### src/rtl/irq_agg_pkg.sv
package irq_agg_pkg;

    typedef enum logic {
        CAP_IDLE = 1'b0,
        CAP_HELD = 1'b1
    } cap_state_e;

    localparam int unsigned GRP_COUNT = 3;

endpackage

### src/rtl/irq_src_cell.sv
module irq_src_cell
    import irq_agg_pkg::*;
#(
    parameter bit IS_EDGE = 1'b0
) (
    input  logic clk,
    input  logic rst_n,
    input  logic src,
    input  logic clr_req,
    output logic stat
);

    generate
        if (IS_EDGE) begin : g_edge
            cap_state_e state_q;
            cap_state_e state_d;
            logic       prev_q;
            logic       rise;

            assign rise = src & ~prev_q;

            always_ff @(posedge clk) begin
                if (!rst_n) begin
                    state_q <= CAP_IDLE;
                    prev_q  <= 1'b0;
                end else begin
                    state_q <= state_d;
                    prev_q  <= src;
                end
            end

            always_comb begin
                state_d = state_q;
                unique case (state_q)
                    CAP_IDLE: if (rise) state_d = CAP_HELD;
                    CAP_HELD: if (clr_req && !rise) state_d = CAP_IDLE;
                    default:  state_d = CAP_IDLE;
                endcase
            end

            assign stat = (state_q == CAP_HELD);
        end else begin : g_level
            logic lvl_q;

            always_ff @(posedge clk) begin
                if (!rst_n) lvl_q <= 1'b0;
                else        lvl_q <= src;
            end

            assign stat = lvl_q;
        end
    endgenerate

endmodule

### src/rtl/irq_grp_reduce.sv
module irq_grp_reduce #(
    parameter int unsigned WIDTH = 32,
    parameter int unsigned LO    = 0,
    parameter int unsigned HI    = 7
) (
    input  logic [WIDTH-1:0] stat,
    input  logic [WIDTH-1:0] mask,
    output logic             req
);

    localparam int unsigned SPAN = HI - LO + 1;

    logic [SPAN-1:0] qual;

    assign qual = stat[HI:LO] & mask[HI:LO];
    assign req  = |qual;

endmodule

### src/rtl/irq_aggregator.sv
module irq_aggregator #(
    parameter int unsigned NUM_SRC  = 32,
    parameter logic [31:0] EDGE_SEL = 32'h1041_0000,
    parameter int unsigned AUD_LO   = 0,
    parameter int unsigned AUD_HI   = 7,
    parameter int unsigned MISC_LO  = 8,
    parameter int unsigned MISC_HI  = 15,
    parameter int unsigned SIO_LO   = 16,
    parameter int unsigned SIO_HI   = 31
) (
    input  logic               clk,
    input  logic               rst_n,
    input  logic [NUM_SRC-1:0] src_in,
    input  logic               wr_mask_en,
    input  logic               wr_stat_en,
    input  logic [NUM_SRC-1:0] wr_data,
    output logic [NUM_SRC-1:0] rd_status,
    output logic [NUM_SRC-1:0] rd_mask,
    output logic               grp_audio,
    output logic               grp_misc,
    output logic               grp_sio
);

    logic [NUM_SRC-1:0] mask_q;
    logic [NUM_SRC-1:0] stat_w;
    logic [NUM_SRC-1:0] clr_w;

    assign clr_w = {NUM_SRC{wr_stat_en}} & ~wr_data;

    always_ff @(posedge clk) begin
        if (!rst_n)          mask_q <= '0;
        else if (wr_mask_en) mask_q <= wr_data;
    end

    for (genvar i = 0; i < NUM_SRC; i++) begin : g_src
        irq_src_cell #(
            .IS_EDGE (EDGE_SEL[i])
        ) u_cell (
            .clk     (clk),
            .rst_n   (rst_n),
            .src     (src_in[i]),
            .clr_req (clr_w[i]),
            .stat    (stat_w[i])
        );
    end

    irq_grp_reduce #(.WIDTH(NUM_SRC), .LO(AUD_LO), .HI(AUD_HI)) u_aud (
        .stat (stat_w), .mask (mask_q), .req (grp_audio)
    );

    irq_grp_reduce #(.WIDTH(NUM_SRC), .LO(MISC_LO), .HI(MISC_HI)) u_misc (
        .stat (stat_w), .mask (mask_q), .req (grp_misc)
    );

    irq_grp_reduce #(.WIDTH(NUM_SRC), .LO(SIO_LO), .HI(SIO_HI)) u_sio (
        .stat (stat_w), .mask (mask_q), .req (grp_sio)
    );

    assign rd_status = stat_w;
    assign rd_mask   = mask_q;

endmodule

### config.mk
export PLATFORM = sky130hd
export DESIGN_NAME = irq_aggregator
export DESIGN_NICKNAME = d
export VERILOG_FILES = /design/src/rtl/irq_agg_pkg.sv /design/src/rtl/irq_src_cell.sv /design/src/rtl/irq_grp_reduce.sv /design/src/rtl/irq_aggregator.sv
export SDC_FILE = /design/constraint.sdc
export NUM_CORES = 1
export LEC_CHECK = 0
export ABC_AREA = 1
export BUFFER_PORTS_ARGS = -buffer_cell sky130_fd_sc_hd__buf_4
export CAP_MARGIN = 20
export CORE_ASPECT_RATIO = 0.9
export CORE_UTILIZATION = 48
export CTS_BUF_LIST = sky130_fd_sc_hd__clkbuf_16
export CTS_CLUSTER_DIAMETER = 80
export DETAILED_ROUTE_END_ITERATION = 10
export GPL_TIMING_DRIVEN = 0
export PLACE_DENSITY_LB_ADDON = 0.15
export SYNTH_ARGS = -nofsm -noshare
export SYNTH_HDL_FRONTEND = slang
export SYNTH_SLANG_ARGS = --single-unit
### constraint.sdc
create_clock -name clk -period 1.4 [get_ports clk]
set_input_delay 0.28 -clock clk [delete_from_list [all_inputs] [get_ports clk]]
set_output_delay 0.28 -clock clk [all_outputs]
set_load 0.02 [all_outputs]
[Yosys cells after proc, flatten, opt, wreduce, memory -nomap -nowiden]
Index checks and enable logic that the tools add are counted.
Storage, ports and cells
  output and inout bits: 67
  bits in registers: 67
Operators by class
  mux-type cells: 9
  reductions and logical operators: 9
  bitwise operators: 14
Operators with widths (count)
  AND 29 bit: 1
  NOT 29 bit: 1
  AND 16 bit: 1
  AND 8 bit: 2
  OR reduction 16 bit: 1
  OR reduction 8 bit: 2
  2-to-1 mux 1 bit: 6
  NOT 1 bit: 6
  one-hot mux 1 bit (2 select lines): 3
  AND 1 bit: 3
  logical AND 1 bit: 3
  zero test 1 bit: 3

[Logic depth before layout (Yosys ltp)]
Gate-level depths: netlist of the first run.
  depth after elaboration: 6
  depth in mapped cells: 6

[Cells and area by module]
From an unflattened synthesis of the first run, not the netlist that was laid out.
Second synthesis, totals
  cell total of the unflattened synthesis: 417
  area total of the unflattened synthesis: 2725.1 µm²
By module, submodules not included
  irq_aggregator: sequential area each 640.6 µm², cells each 238, instances 1, area an instance 1473.9 µm²
  irq_src_cell at g_src[0].u_cell ...: sequential area each 20.0 µm², cells each 3, instances 29, area an instance 27.5 µm²
  irq_src_cell at g_src[16].u_cell ...: sequential area each 40.0 µm², cells each 9, instances 3, area an instance 68.8 µm²
  irq_grp_reduce at u_sio: sequential area each 0.0 µm², cells each 35, instances 1, area an instance 133.9 µm²
  irq_grp_reduce at u_aud ...: sequential area each 0.0 µm², cells each 15, instances 2, area an instance 56.3 µm²

[Worst setup path after synthesis of the first run]
OpenSTA, ideal clock, no wires.
  kind: reg2out
  start: register mask_q[3] (netlist: rd_mask[3])
  end: output port grp_audio
  slack: 0.266 ns
  arrival time: 0.854 ns
  cell stages (with the launch flop): 4
  cell sequence: dfxtp_1 nand2_1 and3_1 nand3b_1
Between the ends
  word-level cells in the longest chain between the ends: 2
Ends and longest elaborated chain
  start, declared: line irq_aggregator.sv:24  | logic [NUM_SRC-1:0] mask_q;
  start signal, assigned: line irq_aggregator.sv:32  | else if (wr_mask_en) mask_q <= wr_data;
  AND 8 bit: line irq_grp_reduce.sv:15  | assign qual = stat[HI:LO] & mask[HI:LO];
  OR reduction 8 bit: line irq_grp_reduce.sv:16  | assign req = |qual;
  end, declared: line irq_aggregator.sv:19  | output logic grp_audio,
Every way passes these cells.

[Worst setup path after layout of the first run]
  start: register mask_q[26] (netlist: rd_mask[26])
  end: output port grp_sio
Between the ends
  word-level cells in the longest chain between the ends: 2
Ends and longest elaborated chain
  AND 16 bit: line irq_grp_reduce.sv:15
  OR reduction 16 bit: line irq_grp_reduce.sv:16
  end, declared: line irq_aggregator.sv:21  | output logic grp_sio
Every way passes these cells.

==> metrics.txt, run 1 <==
Min-Delay Path Depth=3; die area=0.00577 mm^2; Core Region=0.00526 mm^2; Top Family by Delay on Critical Path=flip-flops; Reg power frac=44.0%; Slowest-stage cell, CP=dfxtp_1; Global Route Usage Sum=23.7%; Tightest Pin Transition=0.450 ns; Worst Clk Skew=0.00207 ns; largest net degree at the start of global routing=11; DRT antenna net count=0; highest-count cells in the layout ignoring fill and taps=buf_4 (166), nand2_1 (76), nor2_1 (56); Final nets=556; Vias/cell=4.53; final wirelength=6.59 mm; Chip Height=72.2 um; share of post-route cells with drive strength above 1=43.7%; Detailed Place HPWL=4.93 mm; vias in the first global route=2386; Placed Cells=541; commonest non-fill, non-tap cell in the layout=buf_4; unique cell type count in the Yosys netlist=20; endpoint type of the worst setup path=output port; # DRC=0; CP most frequent cell=nand2_1; top cell type by total area after synthesis=dfxtp_1; Cells after Synth=342; Hold Path Class=in2reg; Gate power share=17.9%; drt pass-1 iters=4; Area Growth Syn to Fin=52.7%; Register Area=0.00136 mm^2; initial antenna violation count=0; Die W=80.0 um; fraction of registers with async set or reset after synthesis=0%; design area=0.00401 mm^2; Clk pwr share=38.1%; Max Cap Violations=0; Tcrit/Tclk final=101%; TritonCTS Buffers=9; Non-Filler Instances=557; fill cell count=409; critical path class=reg2out; EDFF count, synth=0; f_max=0.708 GHz; VDD IR max=0.794 mV; Critical Path RT=1.12 ns; Worst Reg-to-Reg Cells=3; Post-Place Cell Area=0.00370 mm^2; top cells by area, synth=dfxtp_1 (51%), nand2_1 (11%), buf_4 (9.7%), nor2_1 (8.0%), o21ai_0 (6.1%); Setup WS post-layout=-0.0128 ns; Final TNS setup=-0.0128 ns; grt ovf=0; H-tree depth=3; outcome=finished, violations left; fin. max-slew vios=0; Switching Share=24.7%; CTS max path bufs=2; worst skew pair latency=0.31 ns; vias=2523; top cell type's share of synthesized area=51.1%; peak fanout along the critical path=3; initial core utilization=50.0%; Seq cells post-synth=67; total power=4810 uW; clk slew on worst S/H paths=0.05 ns; Mapped Nets=410; Setup Viol. Count Final=1; LEAKAGE=0.00227 uW; cells along the critical path=nand2_1 -> nand2_1 -> inv_1 -> nand2_1 -> nor2_1 -> nand2_1 -> buf_6; Setup crit start kind=flip-flop; n_diodes=0; Psw=1190 uW; Power Dens Cells=1200 mW/mm^2; number of DRC markers in iteration 0=83; Synth Cell Area=0.00263 mm^2; Pint=3620 uW; failing checks=setup timing; Top FF cell, synth=dfxtp_1; number of synthesis warnings=0; first-pass GRT wire length=10.4 mm; max incr delay on CP=0.32 ns; Ports=135; Multi-input gate area=795 um^2; Seq/Total Area, Yosys=51.1%; Bufs and invs on worst path=2; CP Depth=7; Post-Synthesis Mean Instance Area=7.68 um^2; clk root buf=clkbuf_16; port bufs=132; drt wl/cell=11.8 um; num rows=25; RSZ-0062 raised after global routing=yes; Final Hold Viols=0; minimum clock period=1.41 ns; total clock sinks=67; Slew HR=70.0%; Worst EP arrival=1.13 ns; gpl congestion=0.759; CTS tree=done; fin util=76.3%
==> sequential cells by signal, summed over array words and instances, names as in the netlist <==
register                    flops
g_src.u_cell.g_edge.prev_q      3
rd_mask                        32
g_src.u_cell.stat              32
==> synth_stat cells, types with 2 or more instances <==
library cell and n:
dfxtp_1 67, buf_2 5, nor2_1 56, a21oi_1 6
nand2_1 79, nor2_2 4, clkbuf_1 2, nand3b_1 2
buf_4 34, clkbuf_2 2, inv_1 41, o21ai_0 32
nand3_1 3, o21ai_1 3
==> worst paths after layout <==
path	startpoint	endpoint	slack, ns
worst max-delay path	rd_mask[26]$_SDFFE_PN0P_	grp_sio	-0.01
worst min-delay path	src_in[8]	g_src[8].u_cell.stat$_SDFF_PN0_	0.15
worst max register to register	rd_mask[14]$_SDFFE_PN0P_	rd_mask[14]$_SDFFE_PN0P_	0.69
worst min register to register	g_src[28].u_cell.g_edge.prev_q$_SDFF_PN0_	g_src[28].u_cell.stat$_SDFF_PN0_	0.43
==> layout make-up <==
| cell class | count | area share [%] |
|---|---|---|
| Buffer | 46 | 8.59 |
| Sequential cell | 67 | 33.9 |
| Inverter | 42 | 4.00 |
| Timing Repair Buffer | 135 | 25.6 |
| Tap cell | 67 | 2.09 |
| Clock buffer | 9 | 5.62 |
| Multi-Input combinational cell | 187 | 19.8 |
| Clock inverter | 4 | 0.375 |
==> metal layers <==
| layer | vias to the layer above | global-route usage [%] | part of all wire [%] |
|---|---|---|---|
| met5 | - | 0 | 0 |
| met2 | 91 | 41.7 | 50 |
| li1 | 1289 | - | - |
| met1 | 1135 | 27.1 | 41 |
| met4 | 0 | 9.33 | 1.4 |
| met3 | 8 | 7.04 | 7.8 |
==> what timing repair did <==
action                                  4_1_cts  5_1_grt
endpoints found under the setup margin        3        3
gates resized for setup                       7       17
buffers inserted                              1        2
hold buffers                                  0        0
pin swaps                                     2        9
==> power groups by stage <==
stage | clock network (uW) | logic [uW] | registers, uW
5_1_grt | 1960 | 928 | 2130
3_3_place_gp | 0 | 823 | 2140
6_report | 1830 | 860 | 2120
2_1_floorplan | 0 | 367 | 2210
3_5_place_dp | 0 | 840 | 2150
4_1_cts | 1870 | 858 | 2110
==> worst min-delay path, delay by kind of cell <==
kind | cells | cell delay [ns]
AND/OR/NAND/NOR | 1 | 0.04
buffers and inverters | 2 | 0.11
==> logic make-up after synthesis <==
logic type | Yosys count | share of synthesized area, %
flip-flops | 67 | 51.1
AO/OA/AOI/OAI | 41 | 7.82
buffers and inverters | 88 | 19.2
AND/OR/NAND/NOR | 146 | 21.9
==> through the flow <==
stage               setup slack [ns]  hold slack, ns
floorplan                      0.266           0.378
global placement               0.294           0.402
detailed placement             0.283           0.421
CTS                          -0.0261           0.141
global route                  -0.116           0.144
finish                       -0.0128           0.148
No activity file was read; power rests on OpenSTA's default activity.
==> inputs of run 2 (changes only) <==
--- a/config.mk
+++ b/config.mk
@@ -14,7 +14,7 @@
 export CTS_CLUSTER_DIAMETER = 80
 export DETAILED_ROUTE_END_ITERATION = 10
 export GPL_TIMING_DRIVEN = 0
-export PLACE_DENSITY_LB_ADDON = 0.15
+export PLACE_DENSITY = 0.81
 export SYNTH_ARGS = -nofsm -noshare
 export SYNTH_HDL_FRONTEND = slang
 export SYNTH_SLANG_ARGS = --single-unit
==> constraint.sdc (replaced) <==
create_clock -name clk -period 1.7 [get_ports clk]
set_input_delay 0.34 -clock clk [delete_from_list [all_inputs] [get_ports clk]]
set_output_delay 0.34 -clock clk [all_outputs]
set_load 0.02 [all_outputs]
==> run 2 against run 1 <==
Compared with the run above: the flow now finishes without violations; die area stayed put; clock power rose by 3%; power shrank 10%; global-route usage up 0.28 points; final area unchanged; critical endpoint unchanged; highest routed layer unchanged.
==> metrics.txt, run 2 (synthesis results as in run 1) <==
first-pass GRT wire length=10.6 mm; Global Route Usage Sum=24.0%; Ports=135; Chip Height=72.2 um; Pint=3290 uW; Post-CTS Setup Inserts=0; launch point of the worst reg-to-reg path=rd_mask[26]$_SDFFE_PN0P_; flop2flop setup slack=0.98 ns; post-CTS sizing=0; fin. max-slew vios=0; clk root buf=clkbuf_16; Gate power share=16.1%; initial core utilization=50.0%; Non-Filler Instances=557; Psw=1020 uW; Tightest Pin Transition=0.469 ns; peak fanout along the critical path=3; final wirelength=6.79 mm; Area Growth Syn to Fin=52.7%; grt ovf=0; Slew HR=68.7%; crit path from=rd_mask[23]$_SDFFE_PN0P_; Die W=80.0 um; Setup Viol. Count Final=0; Worst EP arrival=1.19 ns; Post-CTS Hold Buffers=0; f_max=0.655 GHz; minimum clock period=1.53 ns; CTS max path bufs=2; H-tree depth=3; die area=0.00577 mm^2; Detailed Place HPWL=5.03 mm; commonest non-fill, non-tap cell in the layout=buf_4; fill cell count=414; Hold WS=0.207 ns; vias=2532; CTS tree=done; Setup crit start kind=flip-flop; Hold Path Class=in2reg; Worst Setup EP=grp_sio; highest-count cells in the layout ignoring fill and taps=buf_4 (166), nand2_1 (79), dfxtp_1 (67); vias in the first global route=2376; Power Dens Cells=1070 mW/mm^2; Final TNS setup=0 ns; Max Cap Violations=0; Final Hold Viols=0; clk slew on worst S/H paths=0.05 ns; VDD IR max=0.614 mV; endpoint type of the worst setup path=output port; number of DRC markers in iteration 0=93; gpl congestion=0.782; largest net degree at the start of global routing=12; TritonCTS Buffers=9; LEAKAGE=0.00226 uW; Switching Share=23.6%; Clk pwr share=43.6%; drt pass-1 iters=4; drt wl/cell=12.2 um; RSZ-0062 raised after global routing=no; num rows=25; share of post-route cells with drive strength above 1=39.8%; n_diodes=0; Placed Cells=541; Tcrit/Tclk final=89.8%; DRT antenna net count=0; total clock sinks=67; Final nets=553; port bufs=132; Critical Path RT=1.36 ns; # DRC=0; Worst R2R End=rd_mask[26]$_SDFFE_PN0P_; initial antenna violation count=0; Vias/cell=4.55; worst skew pair latency=0.31 ns; total power=4310 uW; Worst Clk Skew=0.000327 ns; critical path class=reg2out; outcome=complete, no violations; Core Region=0.00526 mm^2; Worst Reg-to-Reg Cells=2; Reg power frac=40.4%
==> run 2: cell count changes in the layout (fill, tap and decap cells not counted) <==
cell | before | now
nand2_1 | 76 | 79
nand2_2 | 3 | 0
a21oi_1 | 4 | 6
clkinv_1 | 1 | 2
dfxtp_2 | 15 | 0
bufinv_16 | 0 | 2
inv_1 | 43 | 41
a21oi_2 | 2 | 0
dfxtp_1 | 52 | 67
inv_2 | 1 | 0
buf_6 | 4 | 1
clkinv_2 | 0 | 3
==> run 2: cell type report <==
class	count	area (um^2)	share of cell area [%]
sequential	67	1340	33.5
clock inverter	7	82.6	2.06
tap	67	83.8	2.09
timing repair buffer	132	991	24.7
multi-input combinational	187	779	19.5
inverter	42	160	4.00
buffer	46	344	8.59
clock buffer	9	225	5.62
==> run 2: worst min path at each step <==
stage | start | end | slack (ns) | depth (start not counted)
final | src_in[20] | g_src[20].u_cell.stat$_SDFF_PN0_ | 0.21 | 3
after global routing | src_in[19] | g_src[19].u_cell.stat$_SDFF_PN0_ | 0.20 | 3
after CTS | src_in[19] | g_src[19].u_cell.stat$_SDFF_PN0_ | 0.20 | 3
after detailed placement | g_src[16].u_cell.g_edge.prev_q$_SDFF_PN0_ | g_src[16].u_cell.stat$_SDFF_PN0_ | 0.41 | 1
after global placement | g_src[22].u_cell.g_edge.prev_q$_SDFF_PN0_ | g_src[22].u_cell.stat$_SDFF_PN0_ | 0.40 | 1
after floorplan | g_src[16].u_cell.g_edge.prev_q$_SDFF_PN0_ | g_src[16].u_cell.stat$_SDFF_PN0_ | 0.40 | 1
==> run 2: routing by layer <==
| metal | vias up | GRT usage, % | routed length [um] |
|---|---|---|---|
| met5 | - | 0 | 0 |
| met4 | 0 | 9.13 | 63 |
| met3 | 6 | 7.30 | 582 |
| met2 | 96 | 41.7 | 3320 |
| met1 | 1147 | 27.9 | 2820 |
| li1 | 1283 | - | - |
==> run 2: power groups by stage <==
| stage | Clock [uW] | Sequential [uW] | Combinational, uW |
|---|---|---|---|
| after detailed placement | 0 | 1770 | 691 |
| after CTS | 1910 | 1740 | 696 |
| final | 1880 | 1740 | 692 |
| after global placement | 0 | 1770 | 679 |
| after global routing | 1990 | 1750 | 748 |
| after floorplan | 0 | 1820 | 302 |
==> run 2: through the flow <==
step | utilization, % | instance area (um^2) | setup WS (ns)
floorplan | - | 2630 | 0.506
global placement | 70.4 | 3700 | 0.520
detailed placement | 70.4 | 3700 | 0.511
CTS | 76.3 | 4010 | 0.164
global route | 76.3 | 4010 | 0.0595
finish | 76.3 | 4010 | 0.173
==> run 2: worst max-delay path, cell delays in order (launching register included) <==
cell and delay, ns:
dfxtp_1 0.33, nand2_1 0.08, nand2_1 0.06, inv_1 0.05, nand2_1 0.05, nor2_1 0.11
nand2_1 0.06, buf_4 0.15
